File: src/rtl/xbus_pkg.sv
package xbus_pkg;

   typedef enum logic [2:0] {
      XPH_IDLE  = 3'd0,
      XPH_ALE   = 3'd1,
      XPH_GAP   = 3'd2,
      XPH_STB   = 3'd3,
      XPH_RECOV = 3'd4
   } xbus_phase_e;

   function automatic int xbus_max3(input int a, input int b, input int c);
      int m;
      m = (a > b) ? a : b;
      return (m > c) ? m : c;
   endfunction

endpackage

File: src/rtl/xbus_req_slot.sv
module xbus_req_slot #(
   parameter int CMD_W = 25
) (
   input  logic             clk,
   input  logic             rst_n,
   input  logic             req_i,
   input  logic [CMD_W-1:0] cmd_i,
   input  logic             take_i,
   output logic             vld_o,
   output logic [CMD_W-1:0] cmd_o
);

   logic             vld_q;
   logic [CMD_W-1:0] cmd_q;
   logic             accept;

   // Room exists when empty or when the held entry leaves this clock.
   assign accept = req_i && (!vld_q || take_i);

   always_ff @(posedge clk or negedge rst_n) begin
      if (!rst_n) begin
         vld_q <= 1'b0;
         cmd_q <= '0;
      end else begin
         if (accept) begin
            vld_q <= 1'b1;
            cmd_q <= cmd_i;
         end else if (take_i) begin
            vld_q <= 1'b0;
         end
      end
   end

   assign vld_o = vld_q;
   assign cmd_o = cmd_q;

endmodule

File: src/rtl/xbus_phase_timer.sv
module xbus_phase_timer
   import xbus_pkg::*;
#(
   parameter int ALE_HI  = 2,
   parameter int STB_DLY = 3,
   parameter int STB_W   = 6,
   parameter int CNT_W   = 3
) (
   input  logic             clk,
   input  logic             rst_n,
   input  logic             start_i,
   output xbus_phase_e      phase_o,
   output logic [CNT_W-1:0] cnt_o,
   output logic             can_start_o
);

   localparam logic [CNT_W-1:0] ALE_LAST = CNT_W'(ALE_HI - 1);
   localparam logic [CNT_W-1:0] GAP_LAST = CNT_W'(STB_DLY - 1);
   localparam logic [CNT_W-1:0] STB_LAST = CNT_W'(STB_W - 1);

   xbus_phase_e      phase_q, phase_d;
   logic [CNT_W-1:0] cnt_q, cnt_d;

   always_comb begin
      phase_d = phase_q;
      cnt_d   = cnt_q + CNT_W'(1);
      unique case (phase_q)
         XPH_IDLE: begin
            cnt_d = '0;
            if (start_i) phase_d = XPH_ALE;
         end
         XPH_ALE: begin
            if (cnt_q == ALE_LAST) begin
               phase_d = XPH_GAP;
               cnt_d   = '0;
            end
         end
         XPH_GAP: begin
            if (cnt_q == GAP_LAST) begin
               phase_d = XPH_STB;
               cnt_d   = '0;
            end
         end
         XPH_STB: begin
            if (cnt_q == STB_LAST) begin
               phase_d = XPH_RECOV;
               cnt_d   = '0;
            end
         end
         XPH_RECOV: begin
            cnt_d   = '0;
            phase_d = start_i ? XPH_ALE : XPH_IDLE;
         end
         default: begin
            phase_d = XPH_IDLE;
            cnt_d   = '0;
         end
      endcase
   end

   always_ff @(posedge clk or negedge rst_n) begin
      if (!rst_n) begin
         phase_q <= XPH_IDLE;
         cnt_q   <= '0;
      end else begin
         phase_q <= phase_d;
         cnt_q   <= cnt_d;
      end
   end

   assign phase_o     = phase_q;
   assign cnt_o       = cnt_q;
   assign can_start_o = (phase_q == XPH_IDLE) || (phase_q == XPH_RECOV);

endmodule

File: src/rtl/xbus_pin_drive.sv
module xbus_pin_drive
   import xbus_pkg::*;
#(
   parameter int                BYTE_W       = 8,
   parameter int                STB_DLY      = 3,
   parameter int                STB_W        = 6,
   parameter int                CNT_W        = 3,
   parameter bit                P2_HOLD_IDLE = 1'b0,
   parameter logic [BYTE_W-1:0] P2_IDLE      = '1
) (
   input  logic                clk,
   input  logic                rst_n,
   input  logic                start_i,
   input  logic                cmd_wr_i,
   input  logic [2*BYTE_W-1:0] cmd_addr_i,
   input  logic [BYTE_W-1:0]   cmd_wdata_i,
   input  xbus_phase_e         phase_i,
   input  logic [CNT_W-1:0]    cnt_i,
   input  logic [BYTE_W-1:0]   p0_in_i,
   output logic                ale_o,
   output logic                rd_n_o,
   output logic                wr_n_o,
   output logic [BYTE_W-1:0]   p0_out_o,
   output logic                p0_oe_o,
   output logic [BYTE_W-1:0]   p2_out_o,
   output logic                ack_o,
   output logic [BYTE_W-1:0]   rdata_o
);

   localparam logic [CNT_W-1:0] GAP_LAST = CNT_W'(STB_DLY - 1);
   localparam logic [CNT_W-1:0] STB_LAST = CNT_W'(STB_W - 1);

   logic                act_wr_q;
   logic [2*BYTE_W-1:0] act_addr_q;
   logic [BYTE_W-1:0]   act_wdata_q;
   logic [BYTE_W-1:0]   rdata_q;

   logic in_cycle, addr_drv, data_drv, stb_on, capture;

   // The active command changes only at launch; a back-to-back launch
   // takes effect on the same edge that leaves recovery.
   always_ff @(posedge clk or negedge rst_n) begin
      if (!rst_n) begin
         act_wr_q    <= 1'b0;
         act_addr_q  <= '0;
         act_wdata_q <= '0;
      end else if (start_i) begin
         act_wr_q    <= cmd_wr_i;
         act_addr_q  <= cmd_addr_i;
         act_wdata_q <= cmd_wdata_i;
      end
   end

   assign in_cycle = (phase_i != XPH_IDLE);
   assign stb_on   = (phase_i == XPH_STB);
   assign addr_drv = (phase_i == XPH_ALE) ||
                     ((phase_i == XPH_GAP) && (cnt_i == '0));
   assign data_drv = act_wr_q &&
                     (((phase_i == XPH_GAP) && (cnt_i == GAP_LAST)) ||
                      stb_on || (phase_i == XPH_RECOV));
   assign capture  = stb_on && !act_wr_q && (cnt_i == STB_LAST);

   always_ff @(posedge clk or negedge rst_n) begin
      if (!rst_n)       rdata_q <= '0;
      else if (capture) rdata_q <= p0_in_i;
   end

   assign ale_o    = (phase_i == XPH_ALE);
   assign rd_n_o   = !(stb_on && !act_wr_q);
   assign wr_n_o   = !(stb_on && act_wr_q);
   assign p0_oe_o  = addr_drv || data_drv;
   assign p0_out_o = addr_drv ? act_addr_q[BYTE_W-1:0] :
                     data_drv ? act_wdata_q : '0;
   assign ack_o    = (phase_i == XPH_RECOV);
   assign rdata_o  = rdata_q;

   generate
      if (P2_HOLD_IDLE) begin : g_p2_hold
         assign p2_out_o = act_addr_q[2*BYTE_W-1:BYTE_W];
      end else begin : g_p2_park
         assign p2_out_o = in_cycle ? act_addr_q[2*BYTE_W-1:BYTE_W] : P2_IDLE;
      end
   endgenerate

endmodule

File: src/rtl/xbus_seq.sv
module xbus_seq
   import xbus_pkg::*;
#(
   parameter int                BYTE_W       = 8,
   parameter int                ALE_HI       = 2,
   parameter int                STB_DLY      = 3,
   parameter int                STB_W        = 6,
   parameter bit                P2_HOLD_IDLE = 1'b0,
   parameter logic [BYTE_W-1:0] P2_IDLE      = '1
) (
   input  logic                clk,
   input  logic                rst_n,
   input  logic                req_i,
   input  logic                req_wr_i,
   input  logic [2*BYTE_W-1:0] req_addr_i,
   input  logic [BYTE_W-1:0]   req_wdata_i,
   output logic                ack_o,
   output logic [BYTE_W-1:0]   rdata_o,
   output logic                ale_o,
   output logic                rd_n_o,
   output logic                wr_n_o,
   output logic [BYTE_W-1:0]   p0_out_o,
   output logic                p0_oe_o,
   input  logic [BYTE_W-1:0]   p0_in_i,
   output logic [BYTE_W-1:0]   p2_out_o
);

   localparam int ADDR_W = 2 * BYTE_W;
   localparam int CMD_W  = 1 + ADDR_W + BYTE_W;
   localparam int MAXLEN = xbus_max3(ALE_HI, STB_DLY, STB_W);
   localparam int CNT_W  = $clog2(MAXLEN + 1);

   generate
      if (BYTE_W < 1)  begin : g_bad_byte $error("BYTE_W must be at least 1"); end
      if (ALE_HI < 1)  begin : g_bad_ale  $error("ALE_HI must be at least 1"); end
      if (STB_DLY < 2) begin : g_bad_dly  $error("STB_DLY must be at least 2"); end
      if (STB_W < 1)   begin : g_bad_stb  $error("STB_W must be at least 1"); end
   endgenerate

   logic              slot_vld, can_start, start;
   logic [CMD_W-1:0]  slot_cmd;
   xbus_phase_e       phase;
   logic [CNT_W-1:0]  cnt;

   assign start = slot_vld && can_start;

   xbus_req_slot #(.CMD_W(CMD_W)) u_slot (
      .clk    (clk),
      .rst_n  (rst_n),
      .req_i  (req_i),
      .cmd_i  ({req_wr_i, req_addr_i, req_wdata_i}),
      .take_i (start),
      .vld_o  (slot_vld),
      .cmd_o  (slot_cmd)
   );

   xbus_phase_timer #(
      .ALE_HI (ALE_HI),
      .STB_DLY(STB_DLY),
      .STB_W  (STB_W),
      .CNT_W  (CNT_W)
   ) u_timer (
      .clk        (clk),
      .rst_n      (rst_n),
      .start_i    (start),
      .phase_o    (phase),
      .cnt_o      (cnt),
      .can_start_o(can_start)
   );

   xbus_pin_drive #(
      .BYTE_W      (BYTE_W),
      .STB_DLY     (STB_DLY),
      .STB_W       (STB_W),
      .CNT_W       (CNT_W),
      .P2_HOLD_IDLE(P2_HOLD_IDLE),
      .P2_IDLE     (P2_IDLE)
   ) u_pins (
      .clk        (clk),
      .rst_n      (rst_n),
      .start_i    (start),
      .cmd_wr_i   (slot_cmd[CMD_W-1]),
      .cmd_addr_i (slot_cmd[CMD_W-2:BYTE_W]),
      .cmd_wdata_i(slot_cmd[BYTE_W-1:0]),
      .phase_i    (phase),
      .cnt_i      (cnt),
      .p0_in_i    (p0_in_i),
      .ale_o      (ale_o),
      .rd_n_o     (rd_n_o),
      .wr_n_o     (wr_n_o),
      .p0_out_o   (p0_out_o),
      .p0_oe_o    (p0_oe_o),
      .p2_out_o   (p2_out_o),
      .ack_o      (ack_o),
      .rdata_o    (rdata_o)
   );

endmodule

File: config.mk
export PLATFORM = sky130hd
export DESIGN_NAME = xbus_seq
export DESIGN_NICKNAME = d
export VERILOG_FILES = /design/src/rtl/xbus_pkg.sv /design/src/rtl/xbus_req_slot.sv /design/src/rtl/xbus_phase_timer.sv /design/src/rtl/xbus_pin_drive.sv /design/src/rtl/xbus_seq.sv
export SDC_FILE = /design/constraint.sdc
export NUM_CORES = 1
export LEC_CHECK = 0
export BUFFER_PORTS_ARGS = -buffer_cell sky130_fd_sc_hd__buf_2
export CAP_MARGIN = 10
export CORE_ASPECT_RATIO = 0.6
export CORE_MARGIN = 4
export CORE_UTILIZATION = 52
export DETAILED_ROUTE_END_ITERATION = 8
export PLACE_DENSITY = 0.77
export SYNTH_ARGS = -nofsm -noshare
export SYNTH_HDL_FRONTEND = slang
export SYNTH_HIERARCHICAL = 1
export SYNTH_SLANG_ARGS = --single-unit
File: constraint.sdc
create_clock -name clk -period 2.4 [get_ports clk]
set_clock_uncertainty 0.15 [all_clocks]
set_input_delay 0.48 -clock clk [delete_from_list [all_inputs] [get_ports clk]]
set_output_delay 0.48 -clock clk [all_outputs]
set_load 0.02 [all_outputs]
==> reports/qor.yml <==
die:
  die_x_um: 104
  ios: 65
  die_area_um2: 6860
  start_util_pct: 55.3
  die_y_um: 65.8
  core_um2: 5230
  rows: 20
cells_and_area:
  most-common-layout-cells: "dfrtp_1 (63), buf_2 (56), mux2_2 (38)"
  diodes: 0
  final_common_cell: "dfrtp_1"
  drive_gt1_share_pct: 61.5
  fillers: 354
  stdcell_count: 352
  nNetsFinal: 317
  syn_to_final_growth_pct: 28.5
global_routing:
  antenna_found_initial: 0
  grt_pass1_wl_mm: 9.92
  grt_pass1_vias: 1960
  grt_start_max_net_pins: 44
  overflow: 0
  track_usage_pct: 18.8
setup_path:
  critPathLaunchType: "flip-flop"
  cp-end-kind: "output pin"
  critical_path_class: "reg -> out"
  cp_slowest_cell: "or3b_4"
  ff2ff_setup_slack_ps: 230
  crit_fanout: 4
  cp.required_ps: 1770
  timing.rr.start: "u_timer/phase_o[0]$_DFFE_PN0P_"
  max_stage_delay_ps: 460
  critical_path.top_delay_family: "simple AND/OR/NAND/NOR gates"
  timing.rr.end: "u_slot/cmd_o[8]$_DFFE_PN0P_"
  worstPathArrival_ps: 1870
  path_buf_inv: 2
  r2r_cells: 7
  crit_path_cell_trace: "or3b_4 > o211ai_4 > buf_4 > a22o_1 > buf_6"
  cp-startpoint: "u_timer/cnt_o[2]$_DFF_PN0_"
routing:
  antenna_left: 0
  post_drt_wl_per_cell_um: 17.0
  dr.pass1.iters: 4
  via_per_inst: 5.39
  drc: 0
  drtIter0Drc: 99
  wl_mm: 5.97
  vias: 1898
clock_tree:
  cts_made_buffers: 9
  cts.sinks: 65
  cts_max_path_buffers: 2
  clock-root-buffer: "clkbuf_8"
  htreeDepth: 3
  cts_tree: "yes"
  path_clk_slew_ps: 70
  worst_skew_pair.late_latency_ps: 330
placement:
  gp_congestion: 0.804
  dp_hpwl_mm: 3.83
  dpl_worst_slack_ps: 128
  dp.cells: 326
  io_buffers: 64
power:
  ir_worst_vdd_mv: 0.909
  p_leak_uw: 0.00177
  power_density_nw_per_um2: 1540
synthesis:
  ys_types: 41
  ys_top_cells_by_area: "dfrtp_1 (56%), mux2_2 (15%), mux2_4 (10%)"
  synth-edff-count: 0
  ys_ff_latch: 65
  synthesis.area_um2: 2890
  yosysSeqAreaShare_pct: 56.2
  synth_top_area_share_pct: 56.2
  synth_area_leader_cell: "dfrtp_1"
  syn-num-nets: 232
  synth_warnings: 6
  ys.flop_type: "dfrtp_1"
  synth-async-reset-ratio_pct: 100
  syn_inst: 196
  synth.avg_cell_area_um2: 14.8
hold_path:
  worstHoldEndpoint: "u_slot/cmd_o[13]$_DFFE_PN0P_"
  hold_path_class: "in -> reg"
  min_delay_path_depth: 2
  hp-start: "req_addr_i[5]"
sta:
  tightest_slew_ps: 535
  hold_viol_final: 0
  worst_slack_ps: -97.9
  final.period_utilization_pct: 104
  grt_setup_unrepaired: "yes"
  post-route-min-period_ps: 2500
  max_freq_mhz: 400
  slew_violations: 0
  setup_viol: 8
  slew_headroom_pct: 64.3
run_status:
  outcome: "finished with violations"
  violations: "negative setup slack"
job:
  max_cap_viol_count: 0
-- worst max-delay path by stage --
stage | to | slack (ps) | cells after the start
3_3_place_gp | p0_out_o[7] | 170 | 4
6_report | p0_out_o[6] | -100 | 5
3_5_place_dp | p0_out_o[7] | 130 | 4
2_1_floorplan | p0_out_o[0] | 110 | 3
5_1_grt | p0_out_o[6] | -160 | 5
4_1_cts | p0_out_o[7] | -80 | 4
-- routing by layer --
metal	vias up	GRT usage, %	share of wire [%]
met5	-	0	0
met4	0	7.13	1.4
met3	10	6.34	6.2
met2	62	29.8	46
met1	949	24.2	46
li1	877	-	-
-- sequential cells by signal, summed over array words and instances (netlist names) --
signal and count:
u_pins/act_addr_q 16, u_pins/act_wdata_q 8, u_pins/act_wr_q 1, u_pins/rdata_o 8, u_slot/cmd_o 25, u_slot/vld_o 1, u_timer/cnt_o 3, u_timer/phase_o 3
-- cells in the mapped netlist (2+ instances only) --
| master | count |
|---|---|
| clkbuf_1 | 3 |
| or2_2 | 8 |
| or2b_1 | 2 |
| buf_2 | 2 |
| mux2_2 | 38 |
| nor3_1 | 2 |
| a22o_1 | 9 |
| a21oi_1 | 7 |
| buf_12 | 2 |
| nor3b_1 | 2 |
| mux2_4 | 20 |
| nand2_1 | 6 |
| dfrtp_1 | 65 |
| nor2_1 | 3 |
-- area by class of cell --
type | instances | area, µm² | share of cell area [%]
multi-input combinational | 123 | 1260 | 33.9
sequential | 65 | 1630 | 43.8
tap | 66 | 82.6 | 2.22
inverter | 1 | 3.75 | 0.101
clock inverter | 5 | 77.6 | 2.09
clock buffer | 11 | 151 | 4.07
timing repair buffer | 81 | 513 | 13.8
-- metrics by stage --
step / cell area [µm²] / hold slack, ps / total power [µW] / utilization (%) / TNS (ps)
global placement: 3300 / 334 / 4310 / 63.2 / 0
CTS: 3660 / 210 / 5650 / 70.0 / -268
finish: 3720 / 226 / 5730 / 71.1 / -591
floorplan: 2890 / 34.4 / 3740 / - / 0
global route: 3720 / 207 / 6090 / 71.1 / -1160
detailed placement: 3300 / 338 / 4390 / 63.2 / 0
-- where the power goes --
group | leakage [µW] | internal (µW) | switching, µW | total, µW
Clock | 0.000115 | 638 | 408 | 1050
Combinational | 0.000895 | 1440 | 1270 | 2710
Sequential | 0.000761 | 1660 | 315 | 1970
-- cells by family (layout without fill, tap and decap cells) --
kind of cell	Yosys count	count (layout)	share of synthesized area, %
DFF	65	65	56.2
muxes	58	58	25.2
and+or+nand+nor	41	41	10.1
AOI/OAI and AO/OA	22	23	5.80
buffers and inverters	9	98	2.38
xor gates and xnor gates	1	1	0.303
-- repair_timing --
| action | 4_1_cts | 5_1_grt |
|---|---|---|
| endpoints found under the hold margin | 22 | 0 |
| gates cloned | 0 | 1 |
| setup buffers | 5 | 3 |
| setup endpoints to repair | 17 | 17 |
| gates resized for setup | 22 | 5 |
| hold buffers | 1 | 0 |
| pin swaps | 8 | 6 |
Note: power is estimated with default switching activity, not from simulation.
